File: src/rtl/sleep_pwr_pkg.sv
package sleep_pwr_pkg;
  typedef enum logic [1:0] {
    PS_ACTIVE = 2'd0,
    PS_MCU    = 2'd1,
    PS_DEEP   = 2'd2
  } pwr_state_t;

  localparam int REQ_SOC = 0;
  localparam int REQ_MCU = 1;
  localparam int NREQ    = 2;
endpackage

File: src/rtl/spc_sync.sv
module spc_sync #(
  parameter int STAGES = 2
) (
  input  logic clk,
  input  logic rst,
  input  logic d,
  output logic q
);
  logic [STAGES-1:0] chain;

  generate
    for (genvar i = 0; i < STAGES; i++) begin : g_stage
      always_ff @(posedge clk) begin
        if (rst) begin
          chain[i] <= d;
        end else if (i == 0) begin
          chain[i] <= d;
        end else begin
          chain[i] <= chain[(i == 0) ? 0 : i-1];
        end
      end
    end
  endgenerate

  assign q = chain[STAGES-1];
endmodule

File: src/rtl/spc_edge.sv
module spc_edge (
  input  logic clk,
  input  logic rst,
  input  logic lvl,
  output logic rise,
  output logic fall
);
  logic lvl_d;

  always_ff @(posedge clk) begin
    lvl_d <= lvl;
  end

  assign rise = !rst && lvl && !lvl_d;
  assign fall = !rst && !lvl && lvl_d;
endmodule

File: src/rtl/spc_decode.sv
module spc_decode
  import sleep_pwr_pkg::*;
(
  input  pwr_state_t           cur,
  input  logic [NREQ-1:0]      lvl,
  input  logic [NREQ-1:0]      rise,
  input  logic [NREQ-1:0]      fall,
  input  logic [NREQ-1:0]      msk,
  output pwr_state_t           nxt
);
  logic in_act, in_deep;
  logic soc_fall, soc_rise, mcu_fall, mcu_rise;
  logic mcu_ok, soc_up;
  logic go_deep, go_mcu, go_act;

  always_comb begin
    in_act   = (cur == PS_ACTIVE);
    in_deep  = (cur == PS_DEEP);
    soc_fall = fall[REQ_SOC] && !msk[REQ_SOC];
    soc_rise = rise[REQ_SOC] && !msk[REQ_SOC];
    mcu_fall = fall[REQ_MCU] && !msk[REQ_MCU];
    mcu_rise = rise[REQ_MCU] && !msk[REQ_MCU];
    mcu_ok   = msk[REQ_MCU] || lvl[REQ_MCU];
    soc_up   = msk[REQ_SOC] || lvl[REQ_SOC];

    go_deep = !in_deep && mcu_fall;
    go_mcu  = (in_act && soc_fall && mcu_ok) ||
              (in_deep && mcu_rise && !soc_up);
    go_act  = (in_deep && mcu_rise && soc_up) ||
              (!in_act && soc_rise && mcu_ok);

    if (go_deep)     nxt = PS_DEEP;
    else if (go_mcu) nxt = PS_MCU;
    else if (go_act) nxt = PS_ACTIVE;
    else             nxt = cur;
  end
endmodule

File: src/rtl/sleep_pwr_ctrl.sv
module sleep_pwr_ctrl
  import sleep_pwr_pkg::*;
#(
  parameter int SYNC_STAGES = 2
) (
  input  logic       clk,
  input  logic       rst,
  input  logic       pin_req_soc,
  input  logic       pin_req_mcu,
  input  logic       pin_sel_soc,
  input  logic       pin_sel_mcu,
  input  logic       sw_req_soc,
  input  logic       sw_req_mcu,
  input  logic       mask_soc,
  input  logic       mask_mcu,
  output logic [1:0] pwr_state,
  output logic       soc_rail_en,
  output logic       mcu_rail_en
);
  logic [NREQ-1:0] pin_v, sel_v, sw_v, msk_v;
  logic [NREQ-1:0] pin_s, lvl, rise, fall;
  pwr_state_t      state_q, state_n;

  assign pin_v = {pin_req_mcu, pin_req_soc};
  assign sel_v = {pin_sel_mcu, pin_sel_soc};
  assign sw_v  = {sw_req_mcu,  sw_req_soc};
  assign msk_v = {mask_mcu,    mask_soc};

  generate
    for (genvar r = 0; r < NREQ; r++) begin : g_req
      spc_sync #(.STAGES(SYNC_STAGES)) u_sync (
        .clk (clk),
        .rst (rst),
        .d   (pin_v[r]),
        .q   (pin_s[r])
      );

      assign lvl[r] = (sel_v[r] && pin_s[r]) || sw_v[r];

      spc_edge u_edge (
        .clk  (clk),
        .rst  (rst),
        .lvl  (lvl[r]),
        .rise (rise[r]),
        .fall (fall[r])
      );
    end
  endgenerate

  spc_decode u_dec (
    .cur  (state_q),
    .lvl  (lvl),
    .rise (rise),
    .fall (fall),
    .msk  (msk_v),
    .nxt  (state_n)
  );

  always_ff @(posedge clk) begin
    if (rst) begin
      state_q     <= PS_ACTIVE;
      soc_rail_en <= 1'b1;
      mcu_rail_en <= 1'b1;
    end else begin
      state_q     <= state_n;
      soc_rail_en <= (state_n == PS_ACTIVE);
      mcu_rail_en <= (state_n != PS_DEEP);
    end
  end

  assign pwr_state = state_q;
endmodule

File: config.mk
export PLATFORM = sky130hd
export DESIGN_NAME = sleep_pwr_ctrl
export DESIGN_NICKNAME = d
export VERILOG_FILES = /design/src/rtl/sleep_pwr_pkg.sv /design/src/rtl/spc_sync.sv /design/src/rtl/spc_edge.sv /design/src/rtl/spc_decode.sv /design/src/rtl/sleep_pwr_ctrl.sv
export SDC_FILE = /design/constraint.sdc
export NUM_CORES = 1
export LEC_CHECK = 0
export BUFFER_PORTS_ARGS = -buffer_cell sky130_fd_sc_hd__buf_4
export CAP_MARGIN = 20
export CELL_PAD_IN_SITES_DETAIL_PLACEMENT = 1
export CELL_PAD_IN_SITES_GLOBAL_PLACEMENT = 1
export CORE_MARGIN = 2
export CORE_UTILIZATION = 31
export CTS_CLUSTER_DIAMETER = 30
export CTS_CLUSTER_SIZE = 14
export DETAILED_ROUTE_END_ITERATION = 10
export PLACE_DENSITY = 0.77
export REMOVE_ABC_BUFFERS = 1
export SLEW_MARGIN = 20
export SYNTH_ARGS = -nofsm -noshare
export SYNTH_HDL_FRONTEND = slang
export SYNTH_SLANG_ARGS = --single-unit
export TNS_END_PERCENT = 5
File: constraint.sdc
create_clock -name clk -period 1.66 [get_ports clk]
set_clock_uncertainty 0.15 [all_clocks]
set_input_delay 0.498 -clock clk [delete_from_list [all_inputs] [get_ports clk]]
set_output_delay 0.498 -clock clk [all_outputs]
set_load 0.005 [all_outputs]
== Word-level counts from Yosys, hierarchy flattened ==
Cells that the tools add are included.
Storage, ports and cells
  flip-flop bits (word level): 10
  latch bits: 0
  memory bits (writable): 0
  ROM bits: 0
  input bits: 10
  output and inout bits: 4
  word-level logic and storage cells: 56
  memories kept: 0
Operators by class
  $add $sub $neg: 0
  multiply operators: 0
  div/mod/pow operators: 0
  magnitude comparators: 0
  eq/ne operators: 2
  shift-type cells: 0
  multiplexer cells: 5
  bitwise gates (word level): 0
  reductions and logical operators: 40
Operators with widths (number)
  $logic_and A1 B1 Y1: 22
  $logic_not A1 Y1: 10
  $logic_or A1 B1 Y1: 6
  $mux W2: 3
  $logic_not A2 Y1: 2
  $eq A2 B2 Y1 const B: 1
  $mux W1: 2
  $ne A2 B2 Y1 const B: 1

== Depth between registers and ports, before layout ==
Gate-level depths: netlist of run 1.
  word-level depth: 12
  depth in mapped cells: 6
  depth with buffers taken out: 5

== Cells and area by module ==
A second synthesis of run 1 with hierarchy kept.
Second synthesis, totals
  cell total of the unflattened synthesis: 36
  area, all modules: 394.1 µm²
Modules (own cells, without submodules)
  sleep_pwr_ctrl: instances 1, cells an instance 10, area an instance 123.9 µm², sequential area each 80.1 µm²
  spc_sync: instances 2, cells an instance 3, area an instance 55.1 µm², sequential area each 40.0 µm²
  spc_decode: instances 1, cells an instance 14, area an instance 90.1 µm², sequential area each 0.0 µm²
  spc_edge: instances 2, cells an instance 3, area an instance 35.0 µm², sequential area each 20.0 µm²

== Least setup slack after synthesis of run 1 ==
Ideal clock, no wire load.
  path kind: input-to-reg
  start point: in rst
  end point: reg state_q[0], in the netlist pwr_state[0]
  arrival: 1.458 ns
  data required time: 1.385 ns
  slack: -0.074 ns
  stages: 6
  path buffers: 1
  cell sequence: buf_6 > or3_4 > nor4b_4 > o22ai_2 > nand4b_1 > nand2_1
On the way
  word-level cells in the longest chain between the ends: 10
  elaborated cells between the ends (all ways): 26
  classes of those cells: mux (3); reduce/logical (23)
RTL lines
  start, declared: RTL line sleep_pwr_ctrl.sv:7  | input logic rst,
  $logic_not A1 Y1: RTL line spc_edge.sv:14, spc_edge.sv:15
  $logic_and A1 B1 Y1 (2 in a row): RTL line spc_edge.sv:14  | assign rise = !rst && lvl && !lvl_d;
  $logic_and A1 B1 Y1 (on tied branches): RTL line spc_decode.sv:22, spc_decode.sv:20
  $logic_and A1 B1 Y1 (on tied branches): RTL line spc_decode.sv:28, spc_decode.sv:29, spc_decode.sv:30
  $logic_and A1 B1 Y1 (on tied branches): RTL line spc_decode.sv:29, spc_decode.sv:30
  $logic_or A1 B1 Y1: RTL line spc_decode.sv:29  | go_act = (in_deep && mcu_rise && soc_up) ||
  $mux W2: RTL line spc_decode.sv:34  | else if (go_act) nxt = PS_ACTIVE;
  $mux W2: RTL line spc_decode.sv:33  | else if (go_mcu) nxt = PS_MCU;
  $mux W2: RTL line spc_decode.sv:32  | if (go_deep) nxt = PS_DEEP;
  end signal, assigned: RTL line sleep_pwr_ctrl.sv:65  | state_q <= state_n;
  end, declared: RTL line sleep_pwr_ctrl.sv:22  | pwr_state_t state_q, state_n;
Parallel ways exist; a longest one is shown, timed or not.
A chain may end at the register's enable or synchronous reset.

== Worst setup path after layout of run 1 ==
  start point: in mask_mcu
  end point: reg state_q[0], in the netlist pwr_state[0]
On the way
  word-level cells in the longest chain between the ends: 8
  elaborated cells between the ends (all ways): 15
  classes of those cells: mux (3); reduce/logical (12)
RTL lines
  start, declared: RTL line sleep_pwr_ctrl.sv:15  | input logic mask_mcu,
  $logic_not A1 Y1: RTL line spc_decode.sv:21, spc_decode.sv:22
  $logic_and A1 B1 Y1: RTL line spc_decode.sv:22  | mcu_rise = rise[REQ_MCU] && !msk[REQ_MCU];
  $logic_and A1 B1 Y1: RTL line spc_decode.sv:28, spc_decode.sv:29
  $logic_and A1 B1 Y1: RTL line spc_decode.sv:29
  $logic_or A1 B1 Y1: RTL line spc_decode.sv:29
  $mux W2: RTL line spc_decode.sv:34
  $mux W2: RTL line spc_decode.sv:33
  $mux W2 (*): RTL line spc_decode.sv:32
Every way passes the cells marked *; elsewhere a longest branch is shown, timed or not.

==> impl_metrics.yaml, run 1 <==
synth:
  ys_ff_latch: 10
  netlist_area_um2: 423
  synth.distinct_cells: 22
  yosys_warnings: 0
  post_synth.cell_area_avg_um2: 11.1
  syn_inst: 38
  seq_area_frac_synth: 0.473
critical_path:
  path_max_fanout: 4
  ff2ff_setup_slack_ns: 0.09
  timing.critical_path.buf_inv: 1
  r2r_end: "pwr_state[0]$_SDFF_PP0_"
  cp-end-kind: "register"
  crit_arrival_ns: 1.59
  slowest_stage: "or3_4"
  r2r_cells: 5
  r2r-start: "g_req[1].u_edge.lvl_d$_DFF_P_"
  worstSetupPathType: "in -> reg"
  critPathLaunchType: "input pin"
  cp_slowest_stage_delay_ns: 0.39
  required_ns: 1.66
  cp-startpoint: "mask_mcu"
  cp_top_family: "simple AND/OR/NAND/NOR gates"
  worstPathCellList: "buf_4 -> or3_4 -> nor4b_4 -> o22ai_2 -> nand4b_1 -> nand2_1"
power:
  leakage_nw: 0.260
  power_frac_clock: 0.319
  ir_drop_mv: 0.441
  pwr-share-seq: 0.515
  power.density_nw_per_um2: 858
  p_sw_frac: 0.241
  pwr-share-comb: 0.166
  p_switching_uw: 124
  internal-power_uw: 390
detailed_routing:
  vias_per_cell: 4.83
  drt_iter0_drc: 5
  ant_nets: 0
  wire_per_inst_um: 12.8
  drc_errors: 0
  num_vias: 348
  dr.pass1.iters: 2
  totalWireLength_um: 924
cts:
  numClockSinks: 10
  worstSkewPairLatency_ns: 0.26
  hold_buffers: 0
  ctsHtreeMaxLevel: 1
  clk_path_buf_depth: 2
  post-cts-setup-buffers: 0
  cts_tree: "yes"
  cts_root_buffer: "clkbuf_4"
  cts_buffers: 3
  path_clk_slew_ns: 0.07
global_routing:
  grt_pass1_vias: 369
  grt_overflow: 0
  groute.usage.overall: 0.149
  grt_antenna_before_repair: 0
  grt_first_pass_wirelength_um: 1560
  grt_max_degree: 6
timing:
  drv_slew: 0
  setup_slack_ns: 0.0750
  setup_tns_ns: 0
  finalHoldViolations: 0
  setup_viol_count_final: 0
  worst-slew-pin-transition_ns: 0.354
  fmax_mhz: 631
  finalCriticalPeriod_ns: 1.58
  grt_setup_unrepaired: "true"
  finalCritPeriodShare: 0.955
  slew_headroom: 0.761
finish:
  syn_to_final_growth_pct: 41.7
  nets: 69
  drive_above_1_share: 0.544
  antenna_cells: 0
  final_area_um2: 599
  regArea_um2: 200
  fillers: 153
  multi_input_area_um2: 226
  final_cells: 72
flow_run:
  maxCapViolCount: 0
die:
  core_um2: 1280
  dieArea_um2: 1680
  die_w_um: 40.9
  start_util: 0.329
  io-pin-count: 14
  row_count: 13
  die_h_um: 40.9
hold_path:
  whs_endpoint: "g_req[1].u_sync.chain[0]$_DFF_P_"
  hold_path.class: "in -> reg"
  hp-start: "pin_req_mcu"
  hold_path_depth: 1
place:
  place_inst: 69
  hpwl_um: 749
  post_dp_cell_area_um2: 558
  port_buffers: 13
  place.gp.congestion: 0.655
  dp_worst_setup_slack_ns: -0.307
status:
  status: "completed"
cells in the mapped netlist:
cell type	count	share of area
buf_6	1	0.027
nor3_2	1	0.024
mux2_2	2	0.053
inv_1	1	0.0089
or2b_1	1	0.018
nor4b_1	1	0.021
dfxtp_1	10	0.47
a31o_1	1	0.021
or3_4	1	0.027
nor4b_4	1	0.056
a31oi_1	1	0.015
and4bb_2	1	0.030
a21oi_1	2	0.024
a211oi_1	1	0.018
o22ai_2	1	0.030
nand3_1	1	0.012
nand4b_1	2	0.041
nor2_1	5	0.044
a21o_1	1	0.018
nand2_1	1	0.0089
o21ai_1	1	0.012
o21ai_2	1	0.021
how the worst max path moves through the flow:
stage	end	slack (ns)	cells past startpoint
2_1_floorplan	soc_rail_en$_SDFF_PP1_	-0.06	5
3_3_place_gp	pwr_state[1]$_SDFF_PP0_	-0.27	6
3_5_place_dp	pwr_state[1]$_SDFF_PP0_	-0.31	6
4_1_cts	pwr_state[1]$_SDFF_PP0_	0.06	6
5_1_grt	pwr_state[0]$_SDFF_PP0_	-0.02	5
6_report	pwr_state[0]$_SDFF_PP0_	0.08	6
power groups by stage:
stage	logic (mW)	registers (mW)	clock network, mW
after global routing	0.0951	0.267	0.188
after floorplan	0.0339	0.270	0
after detailed placement	0.0816	0.270	0
after global placement	0.0793	0.269	0
final	0.0856	0.265	0.164
after CTS	0.0826	0.264	0.171
cell families after synthesis:
group | after synthesis | share of synthesized area
simple gates | 15 | 0.281
flops | 10 | 0.473
compound gates | 9 | 0.157
mux | 2 | 0.0533
buf+inv | 2 | 0.0355
sequential cells by signal, indices dropped and copies added (netlist names):
signal              flops
mcu_rail_en             1
soc_rail_en             1
g_req.u_sync.chain      2
g_req.u_sync.q          2
pwr_state               2
g_req.u_edge.lvl_d      2
timing repair:
action | in CTS | in global routing
setup endpoints to repair | 1 | 3
cloned | 0 | 0
gates resized for setup | 1 | 3
stage by stage:
| stage | power, mW | hold slack, ns | util |
|---|---|---|---|
| 2_1_floorplan | 0.304 | 0.284 | - |
| 3_3_place_gp | 0.348 | 0.290 | 0.434 |
| 3_5_place_dp | 0.352 | 0.295 | 0.434 |
| 4_1_cts | 0.518 | 0.192 | 0.455 |
| 5_1_grt | 0.550 | 0.184 | 0.466 |
| 6_report | 0.514 | 0.198 | 0.466 |
cell type report:
| class | count | share of cell area |
|---|---|---|
| clock buffer | 3 | 0.0376 |
| inverter | 1 | 0.00626 |
| multi-input combinational | 26 | 0.378 |
| sequential | 10 | 0.334 |
| tap | 15 | 0.0313 |
| timing repair buffer | 17 | 0.213 |
layer usage:
metal | vias to the layer above | track usage | share of wire
met3 | 0 | 0.0489 | 0.051
met5 | - | 0 | 0
met4 | 0 | 0.0750 | 0
met1 | 157 | 0.191 | 0.46
met2 | 11 | 0.219 | 0.49
li1 | 180 | - | -
placed cells by master, fill, tap and decap left out, drive strengths merged:
master and n:
dfxtp 10, nor4b 2, inv 1, nand4b 2, a211oi 1, o22ai 1, or2b 1, mux2 2
nor3 1, clkbuf 3, a31o 1, nand3 1, buf 17, nor2 5, nand2 1, a21o 1
a21oi 2, and4bb 1, o21ai 2, or3 1, a31oi 1
No activity file was read; power rests on OpenSTA's default activity.
==> run 2, diff against run 1 <==
--- a/config.mk
+++ b/config.mk
@@ -9,12 +9,14 @@
 export CAP_MARGIN = 20
 export CELL_PAD_IN_SITES_DETAIL_PLACEMENT = 1
 export CELL_PAD_IN_SITES_GLOBAL_PLACEMENT = 1
-export CORE_MARGIN = 2
-export CORE_UTILIZATION = 31
+export CORE_AREA = 2 2 39 41
+export CTS_BUF_LIST = sky130_fd_sc_hd__clkbuf_4
 export CTS_CLUSTER_DIAMETER = 30
 export CTS_CLUSTER_SIZE = 14
 export DETAILED_ROUTE_END_ITERATION = 10
-export PLACE_DENSITY = 0.77
+export DIE_AREA = 0 0 41 43
+export HOLD_SLACK_MARGIN = 0.03
+export PLACE_DENSITY = 0.78
 export REMOVE_ABC_BUFFERS = 1
 export SLEW_MARGIN = 20
 export SYNTH_ARGS = -nofsm -noshare
==> constraint.sdc (replaced) <==
create_clock -name clk -period 1.4 [get_ports clk]
set_clock_uncertainty 0.15 [all_clocks]
set_input_delay 0.42 -clock clk [delete_from_list [all_inputs] [get_ports clk]]
set_output_delay 0.42 -clock clk [all_outputs]
set_load 0.005 [all_outputs]
==> run 2 against run 1 <==
  * The flow now finishes with violations (negative setup slack)
  * Clock power increased by 23%
  * Critical path depth unchanged
  * Setup slack got worse by 0.21 ns
  * Combinational power increased by 37%
  * Hold slack got worse by 0.078 ns
  * Final area increased by 8.1%
  * Sequential share of layout area decreased by 2.3 points
  * Power increased by 23%
  * Global-route usage decreased by 1.1 points
==> impl_metrics.yaml, run 2 (synthesis results as in run 1) <==
place:
  hpwl_um: 682
  port_buffers: 13
  place.gp.congestion: 0.673
  dp_worst_setup_slack_ns: -0.481
power:
  p_total_uw: 631
  power.density_nw_per_um2: 973
  leakage_nw: 0.276
  ir_drop_mv: 0.405
detailed_routing:
  dr.pass1.iters: 2
  drc_errors: 0
  num_vias: 369
  totalWireLength_um: 923
  wire_per_inst_um: 12.1
  drt_iter0_drc: 3
  vias_per_cell: 4.86
  ant_nets: 0
cts:
  cts_root_buffer: "clkbuf_4"
  clk_path_buf_depth: 2
  worstSkewPairLatency_ns: 0.27
  cts_buffers: 3
  cts_tree: "yes"
  ctsHtreeMaxLevel: 1
  numClockSinks: 10
  path_clk_slew_ns: 0.07
  hold_buffers: 0
die:
  die_h_um: 43
  row_count: 14
  start_util: 0.306
  io-pin-count: 14
  core_um2: 1380
  die_w_um: 41
  dieArea_um2: 1760
timing:
  slew_headroom: 0.837
  setup_viol_count_final: 6
  finalHoldViolations: 0
  setup_slack_ns: -0.135
  finalCriticalPeriod_ns: 1.53
  grt_setup_unrepaired: "true"
  drv_slew: 0
  finalCritPeriodShare: 1.10
  fmax_mhz: 652
  worst-slew-pin-transition_ns: 0.244
critical_path:
  cp-end-kind: "register"
  cp_slowest_stage_delay_ns: 0.39
  critPathLaunchType: "input pin"
  cp_top_family: "simple AND/OR/NAND/NOR gates"
  slowest_stage: "or3_4"
  crit_arrival_ns: 1.55
  worstPathCellList: "buf_4 -> or3_4 -> nor4b_4 -> o22ai_2 -> nand4b_1 -> nand2_1"
  timing.critical_path.buf_inv: 1
  path_max_fanout: 4
  required_ns: 1.41
  worstSetupPathType: "in -> reg"
finish:
  antenna_cells: 0
  layout_common_cells: "18 x buf_4, 9 x dfxtp_1, 4 x nor2_1, 3 x clkbuf_4"
  fillers: 156
  drive_above_1_share: 0.600
  layout_commonest_cell: "buf_4"
  syn_to_final_growth_pct: 53.3
  nets: 71
global_routing:
  gr-usage-met3: 0.0471
  grt_overflow: 0
  grt_first_pass_wirelength_um: 1570
  top_usage_layer: "met2"
  met2_usage: 0.191
  groute.usage.overall: 0.138
  grt_antenna_before_repair: 0
  grt_max_degree: 7
  grtUsageMet1: 0.158
  grt_pass1_vias: 385
status:
  status: "finished, violations left"
  failed_checks: "negative setup slack"
flow_run:
  maxCapViolCount: 0
hold_path:
  hold_path.class: "in -> reg"
[run 2: cell count changes in the layout (fill, tap and decap cells not counted)]
cell	change
a211oi_2	-1
a211oi_4	+1
buf_4	+1
buf_6	+1
clkinv_1	+1
dfxtp_1	-1
dfxtp_2	+1
nor2_1	-1
nor2_2	+1
nor4b_1	-1
nor4b_2	+1
o21ai_2	-1
o21ai_4	+1
[run 2: routing by layer]
metal / part of all wire / routed length (µm)
met5: 0 / 0
met4: 0.017 / 16
met3: 0.033 / 30
met2: 0.46 / 424
met1: 0.49 / 452
[run 2: layout make-up]
class	instances	area [µm²]	area share
clock inverters	1	3.75	0.00579
inverters	1	3.75	0.00579
clock buffers	3	22.5	0.0347
repair buffers	19	146	0.226
multi-input cells	26	250	0.386
flip-flops and latches	10	201	0.311
well taps	16	20.0	0.0309
[run 2: path summary, 6_finish.rpt]
| check | startpoint | to | slack (ns) | depth (start not counted) |
|---|---|---|---|---|
| worst max-delay path | mask_mcu | pwr_state[0]$_SDFF_PP0_ | -0.13 | 6 |
| worst min-delay path | pin_req_soc | g_req[0].u_sync.chain[0]$_DFF_P_ | 0.12 | 1 |
| worst max register to register | g_req[1].u_edge.lvl_d$_DFF_P_ | pwr_state[0]$_SDFF_PP0_ | -0.13 | 5 |
| worst min register to register | g_req[1].u_sync.chain[0]$_DFF_P_ | g_req[1].u_sync.q$_DFF_P_ | 0.31 | 1 |
[run 2: per-stage QoR]
step                std cells  cell area, µm²  utilization  TNS, ns  hold slack (ns)
global route               76             648        0.468   -0.784            0.101
detailed placement         72             574        0.415    -1.66            0.292
finish                     76             648        0.468   -0.483            0.121
global placement           72             574        0.415    -1.63            0.292
floorplan                  37             412            -   -0.679            0.284
CTS                        76             613        0.443   -0.538            0.115
[run 2: where the power goes]
part,internal (mW),switching (mW)
Combinational,0.0675,0.0492
Clock,0.103,0.0979
Sequential,0.305,0.00838
[run 2: repair_timing]
action | CTS | global route
pin swaps | 6 | 7
setup endpoints to repair | 6 | 6
resized for setup | 3 | 7
buffers inserted | 0 | 0
